### config.mk
export PLATFORM = sky130hd
export DESIGN_NAME = dual_clkdiv_top
export DESIGN_NICKNAME = d
export VERILOG_FILES = /design/src/rtl/dual_clkdiv_pkg.sv /design/src/rtl/dual_clkdiv_cfg.sv /design/src/rtl/dual_clkdiv_rate.sv /design/src/rtl/dual_clkdiv_mirror.sv /design/src/rtl/dual_clkdiv_top.sv
export SDC_FILE = /design/constraint.sdc
export NUM_CORES = 1
export LEC_CHECK = 0
export BUFFER_PORTS_ARGS = -buffer_cell sky130_fd_sc_hd__buf_2
export CAP_MARGIN = 40
export CORE_UTILIZATION = 50
export DETAILED_ROUTE_END_ITERATION = 6
export PLACE_DENSITY = 0.75
export SYNTH_ARGS = -nofsm -noshare
export SYNTH_HDL_FRONTEND = slang
export SYNTH_SLANG_ARGS = --single-unit
### constraint.sdc
create_clock -name clk -period 4.34 [get_ports clk]
set_input_delay 0.217 -clock clk [delete_from_list [all_inputs] [get_ports clk]]
set_output_delay 0.217 -clock clk [all_outputs]
set_load 0.02 [all_outputs]
### src/rtl/dual_clkdiv_pkg.sv
package dual_clkdiv_pkg;

    typedef enum logic [1:0] {
        MIR_OFF   = 2'd0,
        MIR_ARMED = 2'd1,
        MIR_RUN   = 2'd2,
        MIR_DRAIN = 2'd3
    } mir_state_t;

    // Position of the highest set bit; for a power of two this is its log2.
    function automatic int unsigned msb_index(input logic [31:0] v);
        int unsigned r;
        r = 0;
        for (int i = 0; i < 32; i++) begin
            if (v[i]) r = i;
        end
        return r;
    endfunction

endpackage

### src/rtl/dual_clkdiv_cfg.sv
module dual_clkdiv_cfg #(
    parameter int SYS_W    = 4,
    parameter int CODE_W   = 2,
    parameter int SYS_RST  = 4,
    parameter int CODE_RST = 0
) (
    input  logic              clk,
    input  logic              rst_n,
    input  logic              wr_stb,
    input  logic [SYS_W-1:0]  wr_sys,
    input  logic [CODE_W-1:0] wr_code,
    input  logic              wr_mir,
    output logic [SYS_W-1:0]  pend_sys,
    output logic [CODE_W-1:0] pend_code,
    output logic              mir_on,
    output logic              cfg_err
);

    always_ff @(posedge clk) begin
        if (!rst_n) begin
            pend_sys  <= SYS_W'(SYS_RST);
            pend_code <= CODE_W'(CODE_RST);
            mir_on    <= 1'b0;
            cfg_err   <= 1'b0;
        end else if (wr_stb) begin
            pend_code <= wr_code;
            mir_on    <= wr_mir;
            if (wr_sys == '0) begin
                cfg_err <= 1'b1;
            end else begin
                pend_sys <= wr_sys;
                cfg_err  <= 1'b0;
            end
        end
    end

endmodule

### src/rtl/dual_clkdiv_rate.sv
module dual_clkdiv_rate #(
    parameter int RATIO_W   = 4,
    parameter int RST_RATIO = 4
) (
    input  logic               clk,
    input  logic               rst_n,
    input  logic [RATIO_W-1:0] next_ratio,
    output logic               tick,
    output logic               hi_phase,
    output logic [RATIO_W-1:0] active_ratio
);

    logic [RATIO_W-1:0] cnt_q;
    logic [RATIO_W-1:0] act_q;

    // A period ends when the down-counter reaches zero; the next ratio is
    // sampled only there, so a period in progress is never cut short.
    assign tick         = (cnt_q == '0);
    assign hi_phase     = (cnt_q >= (act_q >> 1));
    assign active_ratio = act_q;

    always_ff @(posedge clk) begin
        if (!rst_n) begin
            cnt_q <= '0;
            act_q <= RATIO_W'(RST_RATIO);
        end else if (tick) begin
            cnt_q <= next_ratio - RATIO_W'(1);
            act_q <= next_ratio;
        end else begin
            cnt_q <= cnt_q - RATIO_W'(1);
        end
    end

endmodule

### src/rtl/dual_clkdiv_mirror.sv
module dual_clkdiv_mirror
    import dual_clkdiv_pkg::*;
(
    input  logic clk,
    input  logic rst_n,
    input  logic mir_on,
    input  logic sys_tick,
    input  logic hi_phase,
    output logic mirror_clk
);

    mir_state_t state_q;
    mir_state_t state_d;

    always_ff @(posedge clk) begin
        if (!rst_n) state_q <= MIR_OFF;
        else        state_q <= state_d;
    end

    always_comb begin
        state_d = state_q;
        unique case (state_q)
            MIR_OFF:   if (mir_on) state_d = MIR_ARMED;            // T_ARM
            MIR_ARMED: if (!mir_on) state_d = MIR_OFF;             // T_ABORT
                       else if (sys_tick) state_d = MIR_RUN;       // T_START
            MIR_RUN:   if (!mir_on) state_d = MIR_DRAIN;           // T_STOP
            MIR_DRAIN: if (mir_on) state_d = MIR_RUN;              // T_RESUME
                       else if (sys_tick) state_d = MIR_OFF;       // T_DONE
            default:   state_d = MIR_OFF;
        endcase
    end

    always_comb begin
        unique case (state_q)
            MIR_RUN, MIR_DRAIN: mirror_clk = hi_phase;
            default:            mirror_clk = 1'b0;
        endcase
    end

endmodule

### src/rtl/dual_clkdiv_top.sv
module dual_clkdiv_top
    import dual_clkdiv_pkg::*;
#(
    parameter int SYS_W    = 4,
    parameter int CODE_W   = 2,
    parameter int SYS_RST  = 4,
    parameter int CODE_RST = 0
) (
    input  logic              clk,
    input  logic              rst_n,
    input  logic              wr_stb,
    input  logic [CODE_W-1:0] wr_core_code,
    input  logic [SYS_W-1:0]  wr_sys_ratio,
    input  logic              wr_mirror_en,
    output logic              core_en,
    output logic              sys_en,
    output logic              mirror_clk,
    output logic              cfg_err,
    output logic [CODE_W-1:0] rd_core_code,
    output logic [SYS_W-1:0]  rd_sys_ratio
);

    localparam int CORE_RW  = 2 ** CODE_W;
    localparam int CORE_RST = 2 ** CODE_RST;

    logic [SYS_W-1:0]   pend_sys;
    logic [CODE_W-1:0]  pend_code;
    logic               mir_on;
    logic [CORE_RW-1:0] core_next;
    logic [CORE_RW-1:0] core_act;
    logic               core_hi;
    logic               sys_hi;

    dual_clkdiv_cfg #(
        .SYS_W(SYS_W), .CODE_W(CODE_W), .SYS_RST(SYS_RST), .CODE_RST(CODE_RST)
    ) cfg_i (
        .clk(clk), .rst_n(rst_n), .wr_stb(wr_stb),
        .wr_sys(wr_sys_ratio), .wr_code(wr_core_code), .wr_mir(wr_mirror_en),
        .pend_sys(pend_sys), .pend_code(pend_code), .mir_on(mir_on), .cfg_err(cfg_err)
    );

    assign core_next = CORE_RW'(1) << pend_code;

    dual_clkdiv_rate #(.RATIO_W(CORE_RW), .RST_RATIO(CORE_RST)) core_div_i (
        .clk(clk), .rst_n(rst_n), .next_ratio(core_next),
        .tick(core_en), .hi_phase(core_hi), .active_ratio(core_act)
    );

    dual_clkdiv_rate #(.RATIO_W(SYS_W), .RST_RATIO(SYS_RST)) sys_div_i (
        .clk(clk), .rst_n(rst_n), .next_ratio(pend_sys),
        .tick(sys_en), .hi_phase(sys_hi), .active_ratio(rd_sys_ratio)
    );

    assign rd_core_code = CODE_W'(msb_index(32'(core_act)));

    dual_clkdiv_mirror mirror_i (
        .clk(clk), .rst_n(rst_n), .mir_on(mir_on),
        .sys_tick(sys_en), .hi_phase(sys_hi), .mirror_clk(mirror_clk)
    );

    logic unused_core_hi;
    assign unused_core_hi = core_hi;

endmodule

==> impl_metrics.csv, run 1 <==
group,metric,value,unit
run_status,status,"completed",
floorplan,design.core.area,0.00204,mm2
global_route,grt_pass1_vias,874,
route,drt-initial-drc-count,15,
floorplan,die_h,49.3,um
layout,final_core_util,61.3,%
sta,fmax,482,MHz
power_and_ir_drop,vdd_drop_max,0.336,mV
sta,holdWs,0.159,ns
flow_run,maxCapViolations,0,
synthesis,yosysWarnings,0,
synthesis,synth_ff_type,"dfxtp_1",
clocking,hold_buffers,0,
synthesis,synthCells,115,
synthesis,synth-seq-area-share,44.7,%
sta,fin_crit,2.07,ns
global_route,grt_pass1_wl,3570,um
clocking,clockBufferDepth,2,
worst_setup_path,endpoint_kind,"output port",
worst_setup_path,crit_arrival,1.86,ns
synthesis,netlist_area,0.00112,mm2
worst_setup_path,r2r_cells,5,
layout,area_growth,11.8,%
min_path,hold_path_class,"input port to flip-flop",
layout,final_nets,150,
worst_setup_path,reg2reg_to,"sys_div_i.cnt_q[2]",
synthesis,synth_edf_count,0,
worst_setup_path,cp.required,4.12,ns
placement,place_inst,157,
layout,final_layout_size_suffix_gt1_share,21.6,%
worst_setup_path,timing.rr.start,"sys_div_i.cnt_q[1]",
sta,tightestPinTransition,0.619,ns
placement,routabilityCongestion,0.747,
power_and_ir_drop,p_leak,0.558,nW
synthesis,synth_seq_cells,25,
sta,fin_crit_sh,47.8,%
worst_setup_path,startpoint,"sys_div_i.cnt_q[0]",
clocking,post_cts_resized,0,
worst_setup_path,crit_end,"mirror_clk",
clocking,clk_pin_slew,0.13,ns
sta,tns,0,ns
clocking,clkSinkCount,25,
global_route,grt_max_degree,27,
worst_setup_path,crit_fanout,4,
clocking,numCtsBuffers,3,
power_and_ir_drop,p_per_area,516,mW/mm2
placement,dpl.hpwl,1450,um
global_route,met1_usage,22.8,%
sta,finalClockSkew,0.00333,ns
layout,fin_cells,161,
global_route,grt_overflow,0,
layout,fillers,192,
synthesis,async_flop_share,0,%
sta,drv_slew,0,
worst_setup_path,critPathKind,"flip-flop to output port",
global_route,grt_usage,19.0,%
global_route,met2_usage,31.7,%
clocking,clkLatencyLatePin,0.32,ns
route,post_drt_wl_per_cell,12.0,um
sta,final-setup-viol-count,0,
sta,hold_viol,0,
clocking,cts_setup_buffers,0,
floorplan,die_area,0.00243,mm2
route,drc,0,
clocking,htree_num_levels,1,
floorplan,die_x,49.3,um
route,finalWirelength,1940,um
worst_setup_path,rrSetupSlack,2.60,ns
clocking,cts_tree,"built",
route,viasPerCell,5.36,
global_route,busiest_layer,"met2",
synthesis,syn-num-nets,130,
clocking,root_buffer,"clkbuf_4",
route,detail-route-antenna-nets,0,
sta,rsz0062_at_grt,"false",
synthesis,ys_types,36,
global_route,antenna_found_initial,0,
route,dr.pass1.iters,4,
route,vias,863,
floorplan,rows,16,
placement,port_buffers,19,
worst_setup_path,cp-start-kind,"flip-flop",
floorplan,ioPinCount,20,
layout,diodes,0,
global_route,grt_util_met3,4.36,%
sta,max_slew_margin,58.4,%
synthesis,synth_area_per_cell,9.74,um2
floorplan,initial_core_util,54.8,%
[metal layers]
layer  routed length [um]  vias up
met5                    0        -
met3                   78        4
met4                   27        0
met2                  941       21
met1                  892      410
li1                     -      428
[synthesized netlist by cell type, types with 2 or more instances]
library cell / instances / share of area (%)
a21boi_0: 5 / 3.4
a21oi_1: 5 / 2.2
a31oi_1: 2 / 1.1
and2_1: 4 / 2.2
clkbuf_1: 2 / 0.67
dfxtp_1: 25 / 45
ha_1: 5 / 5.6
inv_1: 5 / 1.7
mux2i_1: 5 / 4.5
nand2_1: 14 / 4.7
nand3_1: 3 / 1.3
nor2_1: 3 / 1.0
nor2b_1: 12 / 6.7
xnor2_1: 3 / 2.3
[how the worst min path moves through the flow]
stage | startpoint | endpoint | slack, ns | cells after the start
after floorplan | wr_sys_ratio[2] | cfg_i.pend_sys[2] | 0.35 | 2
after global placement | core_div_i.cnt_q[3] | core_div_i.cnt_q[3] | 0.44 | 1
after detailed placement | core_div_i.cnt_q[3] | core_div_i.cnt_q[3] | 0.45 | 1
after CTS | wr_sys_ratio[2] | cfg_i.pend_sys[2] | 0.15 | 3
after global routing | wr_sys_ratio[1] | cfg_i.pend_sys[1] | 0.16 | 3
final | wr_sys_ratio[2] | cfg_i.pend_sys[2] | 0.16 | 3
[registers in the layout (all words and copies together) (netlist names), named ones only]
register	flops
cfg_i.pend_code	2
core_div_i.cnt_q	4
core_div_i.active_ratio	3
cfg_i.mir_on	1
cfg_i.pend_sys	4
mirror_i.state_q	1
sys_div_i.cnt_q	4
sys_div_i.active_ratio	4
cfg_i.cfg_err	1
[critical path: stages (launching register included)]
cell	delay, ns
dfxtp_1	0.44
inv_1	0.10
ha_1	0.27
nand2b_1	0.14
a21oi_1	0.14
nor2b_1	0.06
o31a_1	0.23
buf_2	0.16
[cells in the final DEF (no fill, tap or decap), drive strengths merged, types with 2 or more instances in the layout]
| master | count |
|---|---|
| mux2i | 5 |
| ha | 5 |
| inv | 6 |
| nor2 | 3 |
| xnor2 | 3 |
| nor2b | 12 |
| buf | 19 |
| nor3 | 2 |
| dfxtp | 25 |
| a21boi | 6 |
| nand2b | 2 |
| nand2 | 14 |
| nand3 | 3 |
| and2 | 4 |
| a31oi | 2 |
| a21oi | 5 |
| clkbuf | 3 |
[power by group]
| part | internal, mW | leakage [nW] | total [mW] | switching [mW] |
|---|---|---|---|---|
| sequential | 0.267 | 0.205 | 0.306 | 0.0393 |
| clock | 0.0345 | 0.0177 | 0.103 | 0.0681 |
| combinational | 0.106 | 0.335 | 0.238 | 0.132 |
| total | 0.407 | 0.558 | 0.646 | 0.239 |
[cell families (layout without fill, tap and decap cells)]
group / after synthesis / count (layout) / synth area share [%]
flip-flops: 25 / 25 / 44.7
multiplexers: 5 / 5 / 4.47
adder cells (fa/ha/maj): 5 / 5 / 5.59
XOR/XNOR: 4 / 4 / 3.13
AND/OR/NAND/NOR: 44 / 44 / 22.3
buffers and inverters: 10 / 29 / 4.13
AO/OA/AOI/OAI: 22 / 22 / 15.6
[final cells by class]
class	instances	area, um2	share of cell area, %
clock buffer	3	22.5	1.80
sequential	25	500	40.0
clock inverter	1	5.00	0.400
tap	27	33.8	2.70
inverter	6	22.5	1.80
timing repair buffer	19	95.1	7.59
multi-input combinational	80	573	45.8
[stage by stage]
step / cell area [um2] / total power [mW] / setup slack (ns)
after floorplan: 1120 / 0.501 / 2.80
after global placement: 1220 / 0.542 / 2.67
after detailed placement: 1220 / 0.549 / 2.62
after CTS: 1250 / 0.653 / 2.27
after global routing: 1250 / 0.702 / 2.15
final: 1250 / 0.646 / 2.27
No activity file was read; power rests on OpenSTA's default activity.
==> inputs of run 2 (changes only) <==
--- a/config.mk
+++ b/config.mk
@@ -7,7 +7,7 @@
 export LEC_CHECK = 0
 export BUFFER_PORTS_ARGS = -buffer_cell sky130_fd_sc_hd__buf_2
 export CAP_MARGIN = 40
-export CORE_UTILIZATION = 50
+export CORE_UTILIZATION = 48
 export DETAILED_ROUTE_END_ITERATION = 6
 export PLACE_DENSITY = 0.75
 export SYNTH_ARGS = -nofsm -noshare
==> constraint.sdc (replaced) <==
create_clock -name clk -period 1.7 [get_ports clk]
set_input_delay 0.085 -clock clk [delete_from_list [all_inputs] [get_ports clk]]
set_output_delay 0.085 -clock clk [all_outputs]
set_load 0.02 [all_outputs]
==> impl_metrics.csv, run 2 (same netlist as run 1, synthesis figures left out) <==
group,metric,value,unit
sta,hold_viol,0,
flow_run,maxCapViolations,0,
sta,tns,0,ns
placement,port_buffers,19,
route,post_drt_wl_per_cell,11.5,um
layout,final_area,0.00131,mm2
layout,regArea,507,um2
route,drc,0,
clocking,htree_num_levels,1,
global_route,grt_max_degree,27,
route,finalWirelength,1880,um
sta,holdWs,0.0458,ns
layout,layout_commonest_cell,"dfxtp_1",
global_route,grt_pass1_wl,3340,um
sta,fin_crit_sh,97.8,%
placement,dpl.hpwl,1380,um
power_and_ir_drop,vdd_drop_max,0.719,mV
global_route,grt_overflow,0,
worst_setup_path,rrSetupSlack,0.13,ns
clocking,clkLatencyLatePin,0.30,ns
clocking,clkSinkCount,25,
route,vias,836,
power_and_ir_drop,p_per_area,1290,mW/mm2
run_status,status,"completed",
floorplan,die_h,50.3,um
worst_setup_path,startpoint,"sys_div_i.cnt_q[0]",
sta,final-setup-viol-count,0,
worst_setup_path,crit_end,"mirror_clk",
worst_setup_path,cp.required,1.62,ns
floorplan,design.core.area,0.00221,mm2
sta,tightestPinTransition,0.372,ns
floorplan,die_area,0.00253,mm2
layout,area_growth,16.6,%
layout,final_nets,152,
worst_setup_path,cp-start-kind,"flip-flop",
global_route,grt_usage,16.9,%
layout,fin_cells,164,
global_route,grt_pass1_vias,777,
layout,fillers,207,
sta,fin_crit,1.66,ns
clocking,numCtsBuffers,3,
clocking,clk_pin_slew,0.13,ns
worst_setup_path,crit_fanout,2,
sta,finalClockSkew,0.0123,ns
placement,place_inst,159,
clocking,hold_buffers,0,
clocking,root_buffer,"clkbuf_4",
sta,rsz0062_at_grt,"true",
sta,fmax,601,MHz
clocking,cts_tree,"built",
min_path,hold_path_class,"input port to flip-flop",
floorplan,rows,17,
layout,final_layout_size_suffix_gt1_share,27.2,%
route,drt-initial-drc-count,13,
worst_setup_path,critPathKind,"flip-flop to output port",
floorplan,die_x,50.3,um
floorplan,initial_core_util,50.6,%
sta,max_slew_margin,75.1,%
worst_setup_path,reg2reg_to,"core_div_i.cnt_q[2]",
power_and_ir_drop,p_leak,0.575,nW
route,dr.pass1.iters,4,
placement,dpl-instance-area,0.00123,mm2
worst_setup_path,r2r_cells,8,
worst_setup_path,endpoint_kind,"output port",
layout,multi_input_comb_area,597,um2
worst_setup_path,timing.rr.start,"core_div_i.cnt_q[1]",
layout,final_cell_mix,"dfxtp_1 (22), buf_2 (18), nand2_1 (14), nor2b_1 (12)",
sta,drv_slew,0,
worst_setup_path,crit_arrival,1.58,ns
global_route,antenna_found_initial,0,
clocking,clockBufferDepth,2,
route,detail-route-antenna-nets,0,
layout,diodes,0,
placement,routabilityCongestion,0.712,
route,viasPerCell,5.10,
floorplan,ioPinCount,20,
run 2: changes by cell type in the layout (fill, tap and decap cells not counted), sizes merged:
cell,delta
clkbuf,+1
clkinv,-1
buf,+2
run 2: worst min path at each step:
stage	end	from	slack (ns)	cells after the start
4_1_cts	cfg_i.mir_on	wr_mirror_en	0.04	3
6_report	cfg_i.mir_on	wr_mirror_en	0.05	3
3_5_place_dp	cfg_i.pend_code[0]	wr_core_code[0]	0.36	3
2_1_floorplan	cfg_i.pend_sys[2]	wr_sys_ratio[2]	0.21	2
3_3_place_gp	cfg_i.pend_code[1]	wr_core_code[1]	0.34	3
5_1_grt	cfg_i.pend_sys[2]	wr_sys_ratio[2]	0.06	3
run 2: metal layers:
| metal | global-route usage, % | routed length [um] | vias up |
|---|---|---|---|
| met5 | 0 | 0 | - |
| met4 | 4.17 | 14 | 0 |
| met3 | 3.03 | 72 | 2 |
| met2 | 27.8 | 848 | 19 |
| met1 | 22.7 | 948 | 380 |
| li1 | - | - | 435 |
run 2: power breakdown:
group	switching (mW)	internal, mW	total (mW)
Sequential	0.0965	0.684	0.780
Clock	0.156	0.0911	0.247
Combinational	0.352	0.305	0.658
run 2: cell type report:
class / instances / share of cell area, %
Clock buffer: 4 / 2.01
Inverter: 6 / 1.92
Multi-Input combinational cell: 80 / 45.7
Sequential cell: 25 / 38.8
Tap cell: 28 / 2.68
Timing Repair Buffer: 21 / 8.91
run 2: stage by stage:
| step | total power, mW | util (%) | worst slack (ns) |
|---|---|---|---|
| after floorplan | 1.28 | - | 0.178 |
| after global placement | 1.40 | 55.8 | 0.148 |
| after detailed placement | 1.42 | 55.8 | 0.147 |
| after CTS | 1.70 | 59.0 | -0.0140 |
| after global routing | 1.81 | 59.0 | -0.0451 |
| final | 1.69 | 59.0 | 0.0370 |
run 2: what timing repair did:
item,CTS,global route
pin swaps,2,1
setup endpoints to repair,1,1
gates resized for setup,11,0
setup buffers,1,0
run 2: critical path: stages, from the launching register on:
cell	delay, ns
dfxtp_4	0.38
inv_4	0.06
ha_4	0.18
nand2b_4	0.13
a21oi_2	0.10
nor2b_1	0.05
o31a_1	0.24
buf_6	0.13
